**src/rtl/uart_rb_pkg.sv**
```systemverilog
`timescale 1ns/1ps
// Package: shared target encoding and offset decode for the UART register file.
// Assumes a 3-bit offset and a single bank bit taken from line control bit 7.
package uart_rb_pkg;

    localparam int BYTE_W = 8;
    localparam int DIV_W  = 2 * BYTE_W;
    localparam int BANK_BIT = 7;

    typedef enum logic [3:0] {
        TGT_TXRX   = 4'd0,
        TGT_DLO    = 4'd1,
        TGT_IEN    = 4'd2,
        TGT_DHI    = 4'd3,
        TGT_IDFC   = 4'd4,
        TGT_LCTL   = 4'd5,
        TGT_MCTL   = 4'd6,
        TGT_LSTAT  = 4'd7,
        TGT_MSTAT  = 4'd8,
        TGT_SCRAT  = 4'd9
    } tgt_e;

    // Map an offset and the bank bit onto the addressed register.
    function automatic tgt_e pick_target(input logic [2:0] off, input logic bank);
        case (off)
            3'd0:    return bank ? TGT_DLO : TGT_TXRX;
            3'd1:    return bank ? TGT_DHI : TGT_IEN;
            3'd2:    return TGT_IDFC;
            3'd3:    return TGT_LCTL;
            3'd4:    return TGT_MCTL;
            3'd5:    return TGT_LSTAT;
            3'd6:    return TGT_MSTAT;
            default: return TGT_SCRAT;
        endcase
    endfunction

endpackage

```
**src/rtl/uart_rb_decode.sv**
```systemverilog
`timescale 1ns/1ps
// Module: uart_rb_decode
// Turns offset, bank bit and the two bus strobes into a target code and
// one-cycle per-register strobes. Purely combinational; assumes at most one
// offset is presented per cycle. Writes to the status offsets are not decoded.
module uart_rb_decode
    import uart_rb_pkg::*;
(
    input  logic [2:0] addr,
    input  logic       bank,
    input  logic       wr_en,
    input  logic       rd_en,
    output tgt_e       tgt,
    output logic       wr_txd,
    output logic       wr_dlo,
    output logic       wr_dhi,
    output logic       wr_ien,
    output logic       wr_fctl,
    output logic       wr_lctl,
    output logic       wr_mctl,
    output logic       wr_scrat,
    output logic       rd_rxd,
    output logic       rd_iid,
    output logic       rd_lstat,
    output logic       rd_mstat
);

    // Resolve the addressed register from the offset and bank.
    always_comb begin
        tgt = pick_target(addr, bank);
    end

    // Qualify the target with the write strobe.
    always_comb begin
        wr_txd   = wr_en && (tgt == TGT_TXRX);
        wr_dlo   = wr_en && (tgt == TGT_DLO);
        wr_dhi   = wr_en && (tgt == TGT_DHI);
        wr_ien   = wr_en && (tgt == TGT_IEN);
        wr_fctl  = wr_en && (tgt == TGT_IDFC);
        wr_lctl  = wr_en && (tgt == TGT_LCTL);
        wr_mctl  = wr_en && (tgt == TGT_MCTL);
        wr_scrat = wr_en && (tgt == TGT_SCRAT);
    end

    // Qualify the target with the read strobe for side-effect reads.
    always_comb begin
        rd_rxd   = rd_en && (tgt == TGT_TXRX);
        rd_iid   = rd_en && (tgt == TGT_IDFC);
        rd_lstat = rd_en && (tgt == TGT_LSTAT);
        rd_mstat = rd_en && (tgt == TGT_MSTAT);
    end

endmodule

```
**src/rtl/uart_rb_regs.sv**
```systemverilog
`timescale 1ns/1ps
// Module: uart_rb_regs
// Storage for the configuration registers owned by the register file:
// interrupt enable (low IER_BITS only), line control, modem control, scratch
// and the two divisor bytes. Assumes one-hot write strobes from the decoder.
module uart_rb_regs
    import uart_rb_pkg::*;
#(
    parameter int IER_BITS  = 4,
    parameter int RESET_DIV = 1
) (
    input  logic                clk,
    input  logic                rst_n,
    input  logic [BYTE_W-1:0]   wdata,
    input  logic                wr_dlo,
    input  logic                wr_dhi,
    input  logic                wr_ien,
    input  logic                wr_lctl,
    input  logic                wr_mctl,
    input  logic                wr_scrat,
    output logic [IER_BITS-1:0] ien_q,
    output logic [BYTE_W-1:0]   lctl_q,
    output logic [BYTE_W-1:0]   mctl_q,
    output logic [BYTE_W-1:0]   scrat_q,
    output logic [DIV_W-1:0]    div_q,
    output logic                div_load
);

    // Interrupt enable: keep only the implemented low bits.
    always_ff @(posedge clk) begin
        if (!rst_n)      ien_q <= '0;
        else if (wr_ien) ien_q <= wdata[IER_BITS-1:0];
    end

    // Line control: full byte, bit BANK_BIT selects the divisor bank.
    always_ff @(posedge clk) begin
        if (!rst_n)       lctl_q <= '0;
        else if (wr_lctl) lctl_q <= wdata;
    end

    // Modem control: full byte handed to the modem-line logic.
    always_ff @(posedge clk) begin
        if (!rst_n)       mctl_q <= '0;
        else if (wr_mctl) mctl_q <= wdata;
    end

    // Scratch: general-purpose byte with no side effect.
    always_ff @(posedge clk) begin
        if (!rst_n)        scrat_q <= '0;
        else if (wr_scrat) scrat_q <= wdata;
    end

    // Divisor: two independently written bytes, reset to RESET_DIV.
    always_ff @(posedge clk) begin
        if (!rst_n) begin
            div_q <= DIV_W'(RESET_DIV);
        end else begin
            if (wr_dlo) div_q[BYTE_W-1:0]     <= wdata;
            if (wr_dhi) div_q[DIV_W-1:BYTE_W] <= wdata;
        end
    end

    // Any divisor byte write restarts the tick counters.
    always_comb begin
        div_load = wr_dlo || wr_dhi;
    end

    AST_DLO_LOAD: assert property (@(posedge clk) disable iff (!rst_n)
        wr_dlo |=> (div_q[BYTE_W-1:0] == $past(wdata)));
    AST_IEN_HOLD: assert property (@(posedge clk) disable iff (!rst_n)
        !wr_ien |=> $stable(ien_q));
    AST_LCTL_LOAD: assert property (@(posedge clk) disable iff (!rst_n)
        wr_lctl |=> (lctl_q == $past(wdata)));

endmodule

```
**src/rtl/uart_rb_rdmux.sv**
```systemverilog
`timescale 1ns/1ps
// Module: uart_rb_rdmux
// Selects the read byte for the addressed register. Returns zero when no
// read is in progress. Combinational; neighbour bytes are taken as presented.
module uart_rb_rdmux
    import uart_rb_pkg::*;
(
    input  logic              rd_en,
    input  tgt_e              tgt,
    input  logic [BYTE_W-1:0] rxd_byte,
    input  logic [BYTE_W-1:0] iid_byte,
    input  logic [BYTE_W-1:0] lstat_byte,
    input  logic [BYTE_W-1:0] mstat_byte,
    input  logic [BYTE_W-1:0] ien_byte,
    input  logic [BYTE_W-1:0] lctl_byte,
    input  logic [BYTE_W-1:0] mctl_byte,
    input  logic [BYTE_W-1:0] scrat_byte,
    input  logic [DIV_W-1:0]  div_word,
    output logic [BYTE_W-1:0] rdata
);

    // Route the addressed source onto the read bus.
    always_comb begin
        rdata = '0;
        if (rd_en) begin
            case (tgt)
                TGT_TXRX:  rdata = rxd_byte;
                TGT_DLO:   rdata = div_word[BYTE_W-1:0];
                TGT_DHI:   rdata = div_word[DIV_W-1:BYTE_W];
                TGT_IEN:   rdata = ien_byte;
                TGT_IDFC:  rdata = iid_byte;
                TGT_LCTL:  rdata = lctl_byte;
                TGT_MCTL:  rdata = mctl_byte;
                TGT_LSTAT: rdata = lstat_byte;
                TGT_MSTAT: rdata = mstat_byte;
                TGT_SCRAT: rdata = scrat_byte;
                default:   rdata = '0;
            endcase
        end
    end

endmodule

```
**src/rtl/uart_rb_baud.sv**
```systemverilog
`timescale 1ns/1ps
// Module: uart_rb_baud
// Baud enable generator. tick16 pulses once every max(divisor,1) cycles;
// bit_tick marks every OVERSAMPLE-th tick16. Both counters restart on a
// divisor write. Assumes OVERSAMPLE is a power of two greater than one.
module uart_rb_baud
    import uart_rb_pkg::*;
#(
    parameter int OVERSAMPLE = 16
) (
    input  logic             clk,
    input  logic             rst_n,
    input  logic [DIV_W-1:0] div_q,
    input  logic             restart,
    output logic             tick16,
    output logic             bit_tick
);

    localparam int SUB_W = $clog2(OVERSAMPLE);

    logic [DIV_W-1:0] div_eff;
    logic [DIV_W-1:0] cnt_q;
    logic [SUB_W-1:0] sub_q;
    logic             at_end;
    logic             sub_last;

    // Clamp a zero divisor to one so the enable never stalls.
    always_comb begin
        div_eff  = (div_q == '0) ? DIV_W'(1) : div_q;
        at_end   = (cnt_q >= (div_eff - DIV_W'(1)));
        sub_last = (sub_q == SUB_W'(OVERSAMPLE - 1));
        tick16   = at_end;
        bit_tick = at_end && sub_last;
    end

    // Clock-cycle counter within one oversampling period.
    always_ff @(posedge clk) begin
        if (!rst_n)              cnt_q <= '0;
        else if (restart || at_end) cnt_q <= '0;
        else                     cnt_q <= cnt_q + DIV_W'(1);
    end

    // Oversampling-period counter within one bit time.
    always_ff @(posedge clk) begin
        if (!rst_n)       sub_q <= '0;
        else if (restart) sub_q <= '0;
        else if (at_end)  sub_q <= sub_last ? '0 : sub_q + SUB_W'(1);
    end

    AST_TICK_SPACED: assert property (@(posedge clk) disable iff (!rst_n)
        (tick16 && (div_q > DIV_W'(1)) && !restart) |=> !tick16);
    AST_ZERO_DIV_RUNS: assert property (@(posedge clk) disable iff (!rst_n)
        (div_q == '0) |-> tick16);
    AST_BIT_SPACED: assert property (@(posedge clk) disable iff (!rst_n)
        (bit_tick && !restart) |=> !bit_tick);

endmodule

```
**src/rtl/uart_regbank.sv**
```systemverilog
`timescale 1ns/1ps
// Module: uart_regbank
// Top of the banked UART register file. Wires the decoder, the register
// storage, the read multiplexer and the baud enable generator, and exposes
// neighbour strobes. Assumes rd_en/wr_en are single-cycle per access.
module uart_regbank
    import uart_rb_pkg::*;
#(
    parameter int IER_BITS   = 4,
    parameter int RESET_DIV  = 1,
    parameter int OVERSAMPLE = 16
) (
    input  logic        clk,
    input  logic        rst_n,
    input  logic [2:0]  addr,
    input  logic        wr_en,
    input  logic        rd_en,
    input  logic [7:0]  wdata,
    output logic [7:0]  rdata,
    output logic        thr_wr,
    output logic [7:0]  thr_data,
    input  logic [7:0]  rbr_data,
    output logic        rbr_rd,
    input  logic [7:0]  iir_data,
    output logic        iir_rd,
    output logic        fcr_wr,
    output logic [7:0]  fcr_data,
    input  logic [7:0]  lsr_data,
    output logic        lsr_rd,
    input  logic [7:0]  msr_data,
    output logic        msr_rd,
    output logic [7:0]  ier,
    output logic [7:0]  lcr,
    output logic [7:0]  mcr,
    output logic [15:0] divisor,
    output logic        tick16,
    output logic        bit_tick
);

    tgt_e                tgt;
    logic                wr_dlo, wr_dhi, wr_ien, wr_lctl, wr_mctl, wr_scrat;
    logic [IER_BITS-1:0] ien_q;
    logic [BYTE_W-1:0]   scrat_q;
    logic                div_load;

    uart_rb_decode u_decode (
        .addr     (addr),
        .bank     (lcr[BANK_BIT]),
        .wr_en    (wr_en),
        .rd_en    (rd_en),
        .tgt      (tgt),
        .wr_txd   (thr_wr),
        .wr_dlo   (wr_dlo),
        .wr_dhi   (wr_dhi),
        .wr_ien   (wr_ien),
        .wr_fctl  (fcr_wr),
        .wr_lctl  (wr_lctl),
        .wr_mctl  (wr_mctl),
        .wr_scrat (wr_scrat),
        .rd_rxd   (rbr_rd),
        .rd_iid   (iir_rd),
        .rd_lstat (lsr_rd),
        .rd_mstat (msr_rd)
    );

    uart_rb_regs #(
        .IER_BITS  (IER_BITS),
        .RESET_DIV (RESET_DIV)
    ) u_regs (
        .clk      (clk),
        .rst_n    (rst_n),
        .wdata    (wdata),
        .wr_dlo   (wr_dlo),
        .wr_dhi   (wr_dhi),
        .wr_ien   (wr_ien),
        .wr_lctl  (wr_lctl),
        .wr_mctl  (wr_mctl),
        .wr_scrat (wr_scrat),
        .ien_q    (ien_q),
        .lctl_q   (lcr),
        .mctl_q   (mcr),
        .scrat_q  (scrat_q),
        .div_q    (divisor),
        .div_load (div_load)
    );

    // Zero-extend the implemented interrupt enable bits to a byte.
    always_comb begin
        ier      = BYTE_W'(ien_q);
        thr_data = wdata;
        fcr_data = wdata;
    end

    uart_rb_rdmux u_rdmux (
        .rd_en      (rd_en),
        .tgt        (tgt),
        .rxd_byte   (rbr_data),
        .iid_byte   (iir_data),
        .lstat_byte (lsr_data),
        .mstat_byte (msr_data),
        .ien_byte   (ier),
        .lctl_byte  (lcr),
        .mctl_byte  (mcr),
        .scrat_byte (scrat_q),
        .div_word   (divisor),
        .rdata      (rdata)
    );

    uart_rb_baud #(
        .OVERSAMPLE (OVERSAMPLE)
    ) u_baud (
        .clk      (clk),
        .rst_n    (rst_n),
        .div_q    (divisor),
        .restart  (div_load),
        .tick16   (tick16),
        .bit_tick (bit_tick)
    );

    AST_BANK_BLOCKS_DATA: assert property (@(posedge clk) disable iff (!rst_n)
        (lcr[BANK_BIT] && (addr == 3'd0)) |-> (!thr_wr && !rbr_rd));
    AST_IDLE_SILENT: assert property (@(posedge clk) disable iff (!rst_n)
        (!wr_en && !rd_en) |-> (!thr_wr && !fcr_wr && !rbr_rd && !iir_rd
                                && !lsr_rd && !msr_rd && (rdata == 8'h00)));

endmodule

```
**config.mk**
```make
export PLATFORM = sky130hd
export DESIGN_NAME = uart_regbank
export DESIGN_NICKNAME = d
export VERILOG_FILES = /design/src/rtl/uart_rb_pkg.sv /design/src/rtl/uart_rb_decode.sv /design/src/rtl/uart_rb_regs.sv /design/src/rtl/uart_rb_rdmux.sv /design/src/rtl/uart_rb_baud.sv /design/src/rtl/uart_regbank.sv
export SDC_FILE = /design/constraint.sdc
export NUM_CORES = 1
export LEC_CHECK = 0
export ABC_AREA = 1
export ABC_CLOCK_PERIOD_IN_PS = 3600
export BUFFER_PORTS_ARGS = -buffer_cell sky130_fd_sc_hd__buf_4
export CAP_MARGIN = 20
export CORE_MARGIN = 5
export CORE_UTILIZATION = 28
export DETAILED_ROUTE_END_ITERATION = 7
export SYNTH_ARGS = -nofsm -noshare
export SYNTH_HDL_FRONTEND = slang
export SYNTH_SLANG_ARGS = --single-unit
```
**constraint.sdc**
```tcl
create_clock -name clk -period 3.6 [get_ports clk]
set_clock_uncertainty 0.05 [all_clocks]
set_input_delay 0.18 -clock clk [delete_from_list [all_inputs] [get_ports clk]]
set_output_delay 0.18 -clock clk [all_outputs]
set_load 0.05 [all_outputs]
```
==> results of run 1 <==
[power groups by stage]
stage	logic (W)	registers [W]	clock network, W
floorplan	0.000196	0.000779	0
global placement	0.000334	0.000754	0
detailed placement	0.000333	0.000753	0
CTS	0.000342	0.000738	0.000941
global route	0.000371	0.000739	0.000971
finish	0.000345	0.000737	0.000925
[what timing repair did]
| item | 4_1_cts | 5_1_grt |
|---|---|---|
| setup buffers | 12 | 9 |
| setup endpoints to repair | 2 | 2 |
| pin swaps | 6 | 15 |
| resized for setup | 7 | 20 |
[final timing paths]
check                  startpoint                 to  depth (start not counted)
setup reg to reg  u_regs.div_q[7]    u_baud.sub_q[0]                         24
hold / removal           wdata[5]  u_regs.scrat_q[5]                          3
setup / recovery  u_regs.div_q[7]           bit_tick                         23
hold reg to reg   u_baud.cnt_q[0]    u_baud.cnt_q[0]                          1
[sequential cells by signal (all words and copies together), names as in the netlist]
register        count
u_regs.mctl_q       8
u_baud.sub_q        4
u_regs.ien_q        4
u_regs.scrat_q      8
u_baud.cnt_q       16
u_regs.div_q       16
u_regs.lctl_q       8
[metal layers]
layer / share of wire (%) / track usage, % / vias up / routed length (µm)
met5: 0 / 0 / - / 0
met3: 8.0 / 5.57 / 24 / 1120
met2: 46 / 27.1 / 146 / 6430
met1: 43 / 20.9 / 1901 / 6080
met4: 2.5 / 6.35 / 0 / 352
li1: - / - / 2149 / -
[worst reg2reg max path, stage by stage, from the launching register on]
cell,delay [ns]
dfxtp_2,0.35
inv_2,0.06
nand2_1,0.07
nor2_2,0.04
inv_1,0.04
nor2_1,0.04
nand2_1,0.11
nand2_2,0.09
inv_2,0.09
ha_4,0.14
nor3b_4,0.18
nand2_1,0.10
buf_4,0.14
buf_4,0.12
buf_4,0.12
xor2_1,0.14
ha_1,0.27
nand4_1,0.11
nor3_2,0.20
nand2_1,0.12
buf_4,0.15
buf_4,0.12
buf_4,0.13
nand3_1,0.06
a21oi_1,0.07
[kinds of logic after synthesis]
kind of cell / after synthesis / synth area share (%)
DFF: 64 / 31.6
and+or+nand+nor: 235 / 26.8
adders and majority gates: 19 / 5.86
AOI/OAI and AO/OA: 128 / 16.4
other: 1 / 0.0924
buffers and inverters: 124 / 14.1
xor gates and xnor gates: 24 / 5.18
[final cells by class]
type / count / area share, %
repair buffers: 141 / 19.3
well taps: 184 / 4.15
inverters: 91 / 6.29
multi-input cells: 410 / 41.0
clock inverters: 4 / 0.924
flip-flops and latches: 64 / 23.6
clock buffers: 12 / 4.80
[per-stage QoR]
step	worst slack (ns)	total power, W	instances
floorplan	0.0000397	0.000975	598
global placement	0.231	0.00109	869
detailed placement	0.127	0.00109	869
CTS	-0.000883	0.00202	897
global route	-0.0228	0.00208	906
finish	0.124	0.00201	906
[layout by cell type, fill, tap and decap left out, types with 5 or more instances in the layout]
cell type / Yosys / routed
dfxtp_2: 0 / 12
xnor2_1: 9 / 9
nand2_1: 99 / 95
inv_1: 81 / 72
ha_1: 19 / 18
nand4_1: 12 / 12
nor2_4: 4 / 6
nor2_1: 66 / 61
a21oi_1: 55 / 55
o21ai_0: 60 / 60
clkbuf_16: 0 / 9
nand3_1: 28 / 27
nand2_4: 5 / 6
inv_2: 7 / 15
xor2_1: 15 / 15
nor3_1: 6 / 5
buf_4: 23 / 139
o22ai_1: 6 / 6
nor2_2: 9 / 12
dfxtp_1: 64 / 48
==> impl_results.md, run 1 <==
* Synth top area share at 31.6%
* Period utilization at 96.6%
* Achievable Freq at 288 MHz
* Synth-to-layout area growth at 36.8%
* CP max stage cell: dfxtp_2
* Synthesized instance count at 595
* Worst skew pair latency at 0.34 ns
* P_sw at 0.000579 W
* TritonCTS clock tree: done
* # nets final at 783
* R2r setup slk at 0.38 ns
* Hold slack final at 0.140 ns
* Register area at 1310 µm²
* Slew Viols, Final at 0
* Crit-path max cell delay at 0.35 ns
* Number of core rows at 44
* Routability cong. at 0.919
* Number of global-route vias before repair at 4145
* Req. time, crit path at 3.37 ns
* Vias at 4220
* Post-Syn Area at 4060 µm²
* Largest cells by area after synthesis: dfxtp_1, nand2_1, inv_1, o21ai_0, a21oi_1
* Clock Root Buffer: clkbuf_16
* Crit. End Element: output port
* Fillers at 1494
* Most frequent cells after synthesis: nand2_1, inv_1, nor2_1, dfxtp_1, o21ai_0
* Count of hold-fix buffers inserted at cts at 0
* Drt first pass iters at 5
* Crit path cell chain: inv_2 -> nand2_1 -> nor2_2 -> inv_1 -> nor2_1 -> nand2_1 -> nand2_2 -> inv_2 -> ha_4 -> nor3b_4 -> nand2_1 -> buf_4 -> buf_4 -> buf_4 -> xor2_1 -> ha_1 -> nand4_1 -> nor3_2 -> nand2_1 -> nand2_4 -> inv_4 -> nor2_4 -> buf_8
* Cell with the most instances after synthesis: nand2_1
* Post-synth top flop: dfxtp_1
* Worst-margin pin slew at 0.600 ns
* HP Class: in2reg
* Core area at 14400 µm²
* Status: completed
* Comb power frac at 17.2%
* Via-to-Cell Ratio at 4.66
* Fin Setup TNS at 0 ns
* DP HPWL at 10800 µm
* Max clock buf depth at 2
* Cell taking the most area after synthesis: dfxtp_1
* Die area at 17000 µm²
* Static Leak at 2.54 nW
* Largest net degree at the start of global routing at 45
* Die width at 130 µm
* Final hold viol count at 0
* Number of enable flip-flop cells after synthesis at 0
* Pwr per Cell Area at 361 nW/µm²
* CTS Sinks at 64
* Initial drt markers at 346
* Remaining global-route overflow at 0
* Avg WL per Cell at 15.4 µm
* Global-route wire length before repair at 21700 µm
* I/O pin cnt at 119
* Max-Cap Viols at 0
* Die Y at 130 µm
* Clock power frac at 46.1%
* Worst Path Arrival at 3.25 ns
* Fin util at 38.7%
* Synth Register Bits at 64
* Distinct cells, synth at 36
* VDD IR max at 0.218 mV
* Synth async-reset ratio at 0%
* Starting density of the core at 28.2%
* H-tree levels at 3
* Sequential share of power at 36.7%
* Slew margin rel. at 59.8%
* Final wirelength at 14000 µm
* Multi-input logic area at 2280 µm²
* Routed Antenna Nets at 0
* Crit-path leading delay family: simple AND/OR/NAND/NOR gates
* Final min period at 3.48 ns
* Most used cell, CP: nand2_1
* Sequential area share after synthesis at 31.6%
* Post-DP Area at 5010 µm²
* Kind of critical path: reg2out
* RSZ-0062 raised after global routing: yes
* Final Instance Area at 5550 µm²
* Number of port buffers at 114
* Global Route Usage Sum at 16.8%
* Drt drc at 0
* Fraction of layout cells with a size suffix above 1 at 31.4%
* Setup violators final at 0
* Net Sw Frac at 28.8%
* Num CTS Buffers at 9
* Worst-path clk slew at 0.05 ns
* Worst setup SP type: flop
* Power Internal at 0.00143 W
* Worst path bufs/invs at 8
* Syn Area/Cell at 6.82 µm²
* Yosys Warn Count at 0
* Initial antenna violation count at 0
* CP Max Fanout at 4
* # diodes at 0
(Power assumes the default switching activity.)
==> run 2, diff against run 1 <==
--- a/config.mk
+++ b/config.mk
@@ -12,6 +12,7 @@
 export CORE_MARGIN = 5
 export CORE_UTILIZATION = 28
 export DETAILED_ROUTE_END_ITERATION = 7
+export PLACE_DENSITY_LB_ADDON = 0.12
 export SYNTH_ARGS = -nofsm -noshare
 export SYNTH_HDL_FRONTEND = slang
 export SYNTH_SLANG_ARGS = --single-unit
==> impl_results.md, run 2 (synthesized netlist as in run 1, its figures left out) <==
* Final wirelength at 14900 µm
* Worst-margin pin slew at 0.680 ns
* Worst-path clk slew at 0.06 ns
* Fin util at 38.3%
* Wl on met1 at 6800 µm
* Worst setup SP type: flop
* Starting density of the core at 28.2%
* Worst Path Arrival at 3.22 ns
* Drt drc at 0
* Period utilization at 95.7%
* HP Class: in2reg
* Num CTS Buffers at 9
* Number of global-route vias before repair at 4149
* I/O pin cnt at 119
* Pwr per Cell Area at 350 nW/µm²
* Final hold viol count at 0
* Worst path bufs/invs at 4
* Setup violators final at 0
* Avg WL per Cell at 16.6 µm
* Routed Antenna Nets at 0
* Synth-to-layout area growth at 35.5%
* Number of port buffers at 114
* Req. time, crit path at 3.37 ns
* Met3 wire len at 881 µm
* Largest net degree at the start of global routing at 45
* Drt first pass iters at 5
* Clock Root Buffer: clkbuf_16
* Most frequent cells in the layout: buf_4, nand2_1, inv_1, nor2_1, o21ai_0
* DR WL met2 at 6770 µm
* Core area at 14400 µm²
* Crit. End Element: output port
* Vias at 4160
* Status: completed
* Max-Cap Viols at 0
* Number of core rows at 44
* Die width at 130 µm
* Achievable Freq at 290 MHz
* Max clock buf depth at 2
* Die area at 17000 µm²
* Crit path cell chain: nor2_1 -> nand2_1 -> nor2_1 -> nand2_1 -> nand2_2 -> inv_2 -> ha_4 -> nor3b_4 -> nand2_2 -> nor2_4 -> buf_4 -> xor2_1 -> ha_1 -> nand2_1 -> o21ai_0 -> a21oi_2 -> nand2_4 -> inv_4 -> nor2_4 -> buf_6
* Worst skew pair latency at 0.34 ns
* Initial antenna violation count at 0
* Crit-path leading delay family: simple AND/OR/NAND/NOR gates
* Initial drt markers at 198
* CP Max Fanout at 4
* Routability cong. at 0.829
* Static Leak at 2.50 nW
* Remaining global-route overflow at 0
* H-tree levels at 3
* Final min period at 3.45 ns
* Die Y at 130 µm
* DP HPWL at 11500 µm
* Fraction of layout cells with a size suffix above 1 at 30.7%
* Most common cell after layout, fill and taps aside: buf_4
* Kind of critical path: reg2out
* Post-DP Area at 5000 µm²
* CTS Sinks at 64
* VDD IR max at 0.215 mV
* TritonCTS clock tree: done
* Most used cell, CP: nand2_1
* Slew Viols, Final at 0
* Slew margin rel. at 54.4%
* Via-to-Cell Ratio at 4.63
* Global-route wire length before repair at 22400 µm
* Final Instance Area at 5500 µm²
* Largest registers: u_baud.cnt_q: 16 flops, u_regs.div_q: 16 flops
* Max Used Layer: met4
* # diodes at 0
* Crit-path max cell delay at 0.34 ns
* Global Route Usage Sum at 17.6%
* CP max stage cell: dfxtp_2
* # nets final at 775
-- run 2: area by class of cell --
type	instances	area (µm²)
Fill cell	1521	8870
Multi-Input combinational cell	410	2310
Sequential cell	64	1310
Timing Repair Buffer	133	1010
Inverter	91	354
Clock buffer	13	270
Tap cell	184	230
Clock inverter	3	15.0
-- run 2: tightest hold or removal path, stage by stage --
cell	delay [ns]
buf_4	0.16
nor2_1	0.06
nor2_1	0.09
-- run 2: worst paths after layout --
kind | slack [ns] | to | depth (start not counted) | from
hold / removal | 0.14 | u_regs.scrat_q[1] | 3 | wdata[1]
setup reg to reg | 0.49 | u_baud.cnt_q[1] | 20 | u_regs.div_q[10]
setup / recovery | 0.15 | bit_tick | 20 | u_regs.div_q[10]
hold reg to reg | 0.41 | u_regs.scrat_q[7] | 2 | u_regs.scrat_q[7]
-- run 2: what timing repair did --
item                                    CTS  global route
endpoints found under the setup margin    2             9
hold buffers                              0             0
resized for setup                         6            29
setup buffers                             7             8
pin swaps                                 4            15
-- run 2: where the power goes --
group | leakage (nW) | total (W) | internal (W) | switching (W)
sequential | 0.527 | 0.000738 | 0.000724 | 0.0000135
combinational | 1.83 | 0.000345 | 0.000110 | 0.000235
clock | 0.145 | 0.000844 | 0.000519 | 0.000326
total | 2.50 | 0.00193 | 0.00135 | 0.000573
-- run 2: through the flow --
stage | setup WS (ns) | hold slack [ns] | power [W] | cells | TNS, ns
floorplan | 0.0000397 | 0.261 | 0.000975 | 598 | 0
global placement | 0.173 | 0.393 | 0.00109 | 867 | 0
detailed placement | 0.105 | 0.404 | 0.00109 | 867 | 0
CTS | 0.0152 | 0.142 | 0.00194 | 890 | 0
global route | -0.0587 | 0.160 | 0.00200 | 898 | -0.0854
finish | 0.154 | 0.143 | 0.00193 | 898 | 0
-- run 2: routing by layer --
metal | GRT usage (%) | vias to the layer above
met5 | 0 | -
met4 | 7.92 | 0
met3 | 4.31 | 24
met2 | 27.5 | 141
met1 | 22.9 | 1866
li1 | - | 2129
==> run 3, diff against run 2 <==
--- a/config.mk
+++ b/config.mk
@@ -12,6 +12,7 @@
 export CORE_MARGIN = 5
 export CORE_UTILIZATION = 28
 export DETAILED_ROUTE_END_ITERATION = 7
+export MAX_ROUTING_LAYER = met4
 export PLACE_DENSITY_LB_ADDON = 0.12
 export SYNTH_ARGS = -nofsm -noshare
 export SYNTH_HDL_FRONTEND = slang
==> impl_results.md, run 3 (synthesized netlist as in run 1, its figures left out) <==
* Status: completed
* Start point of the worst hold path: wdata[1]
* Final hold viol count at 0
* CP Max Fanout at 4
* I/O pin cnt at 119
* Reg2Reg Capture Point: u_baud.cnt_q[12]
* Worst Hold End: u_regs.scrat_q[1]
* Period utilization at 95.7%
* Most used cell, CP: nand2_1
* Max-Cap Viols at 0
* Static Leak at 2.50 nW
* Number of core rows at 44
* TritonCTS clock tree: done
* Register area at 1310 µm²
* Synth-to-layout area growth at 35.5%
* Comb power frac at 17.9%
* Most frequent cells in the layout: buf_4, nand2_1, inv_1, nor2_1, o21ai_0
* Number of global-route vias before repair at 4159
* Die width at 130 µm
* Multi-input logic area at 2310 µm²
* Global-route wire length before repair at 22400 µm
* HP Class: in2reg
* CTS Sinks at 64
* Sequential share of power at 38.3%
* Crit. End Element: output port
* Starting density of the core at 28.2%
* Die Y at 130 µm
* Largest registers: u_baud.cnt_q: 16 flops, u_regs.div_q: 16 flops
* Drt first pass iters at 4
* DP HPWL at 11500 µm
* Worst-margin pin slew at 0.661 ns
* Worst path bufs/invs at 4
* Final min period at 3.44 ns
* Die area at 17000 µm²
* R2r setup slk at 0.50 ns
* Via-to-Cell Ratio at 4.64
* Most common cell after layout, fill and taps aside: buf_4
* Pwr per Cell Area at 350 nW/µm²
* Final wirelength at 14900 µm
* Vias at 4163
* Initial drt markers at 227
* Initial antenna violation count at 0
* Worst setup SP type: flop
* Kind of critical path: reg2out
* VDD IR max at 0.213 mV
* Place WS at 0.105 ns
* Net Sw Frac at 29.7%
* Worst skew pair latency at 0.34 ns
* Hold depth at 3
* # diodes at 0
* Slew Viols, Final at 0
* Avg WL per Cell at 16.5 µm
* Critical R2R Launch: u_regs.div_q[10]
* Crit path cell chain: nor2_1 -> nand2_1 -> nor2_1 -> nand2_1 -> nand2_2 -> inv_2 -> ha_4 -> nor3b_4 -> nand2_2 -> nor2_4 -> buf_4 -> xor2_1 -> ha_1 -> nand2_1 -> o21ai_0 -> a21oi_2 -> nand2_4 -> inv_4 -> nor2_4 -> buf_6
* P_sw at 0.000571 W
* Worst Setup SP: u_regs.div_q[10]
* Slew margin rel. at 55.7%
* Num CTS Buffers at 9
* Worst Path Arrival at 3.21 ns
* Req. time, crit path at 3.37 ns
* Routed Antenna Nets at 0
* Largest net degree at the start of global routing at 45
* Clock power frac at 43.8%
* Global Route Usage Sum at 18.1%
* Fin Setup TNS at 0 ns
* Routability cong. at 0.841
* Fraction of layout cells with a size suffix above 1 at 31.0%
* Count of hold-fix buffers inserted at cts at 0
* Fillers at 1521
* # nets final at 775
* H-tree levels at 3
* Remaining global-route overflow at 0
* Max clock buf depth at 2
* Setup violators final at 0
* Clock Root Buffer: clkbuf_16
* Achievable Freq at 290 MHz
* CP max stage cell: dfxtp_2
* Core area at 14400 µm²
* Crit-path leading delay family: simple AND/OR/NAND/NOR gates
* Setup ws final at 0.156 ns
* Crit-path max cell delay at 0.34 ns
* Power Internal at 0.00135 W
* Reg2reg path depth at 20
* Drt drc at 0
* Number of port buffers at 114
* Worst-path clk slew at 0.06 ns
-- run 3: cell types whose count changed in the layout (fill, tap and decap cells not counted) --
cell | before | now
inv_1 | 73 | 71
inv_2 | 13 | 15
-- run 3: power by group through the flow --
| stage | combinational (W) | clock (W) | sequential, W |
|---|---|---|---|
| global placement | 0.000334 | 0 | 0.000754 |
| global route | 0.000371 | 0.000887 | 0.000739 |
| CTS | 0.000341 | 0.000864 | 0.000739 |
| finish | 0.000344 | 0.000842 | 0.000738 |
| floorplan | 0.000196 | 0 | 0.000779 |
| detailed placement | 0.000336 | 0 | 0.000754 |
-- run 3: worst max path at each step --
stage,to,cells after the start
after floorplan,bit_tick,23
final,bit_tick,20
after global placement,bit_tick,24
after global routing,bit_tick,24
after detailed placement,bit_tick,24
after CTS,tick16,23
-- run 3: per-stage QoR --
stage	util, %	hold WS (ns)	cells	cell area, µm²	total power [W]
after floorplan	-	0.261	598	4110	0.000975
after global placement	34.8	0.393	867	5000	0.00109
after detailed placement	34.8	0.404	867	5000	0.00109
after CTS	37.2	0.142	890	5350	0.00194
after global routing	38.3	0.157	898	5500	0.00200
final	38.3	0.147	898	5500	0.00192
-- run 3: cell type report --
class / count / share of cell area [%]
clock inverters: 3 / 0.273
flip-flops and latches: 64 / 23.8
multi-input cells: 410 / 41.9
clock buffers: 13 / 4.91
well taps: 184 / 4.18
repair buffers: 133 / 18.4
inverters: 91 / 6.44
-- run 3: worst min-delay path, stage by stage --
cell	delay, ns
buf_4	0.17
nor2_1	0.06
nor2_1	0.09
-- run 3: repair_timing --
item	in CTS	in global routing
resized for setup	6	31
setup buffers	7	8
endpoints found under the setup margin	2	9
pin swaps	4	15
-- run 3: metal layers --
metal  GRT usage (%)  vias up  part of all wire (%)
li1                -     2129                     -
met1            23.1     1875                    46
met2            27.5      134                    46
met3            4.43       25                   5.2
met4            7.02        0                   2.5
met5               -        -                     0
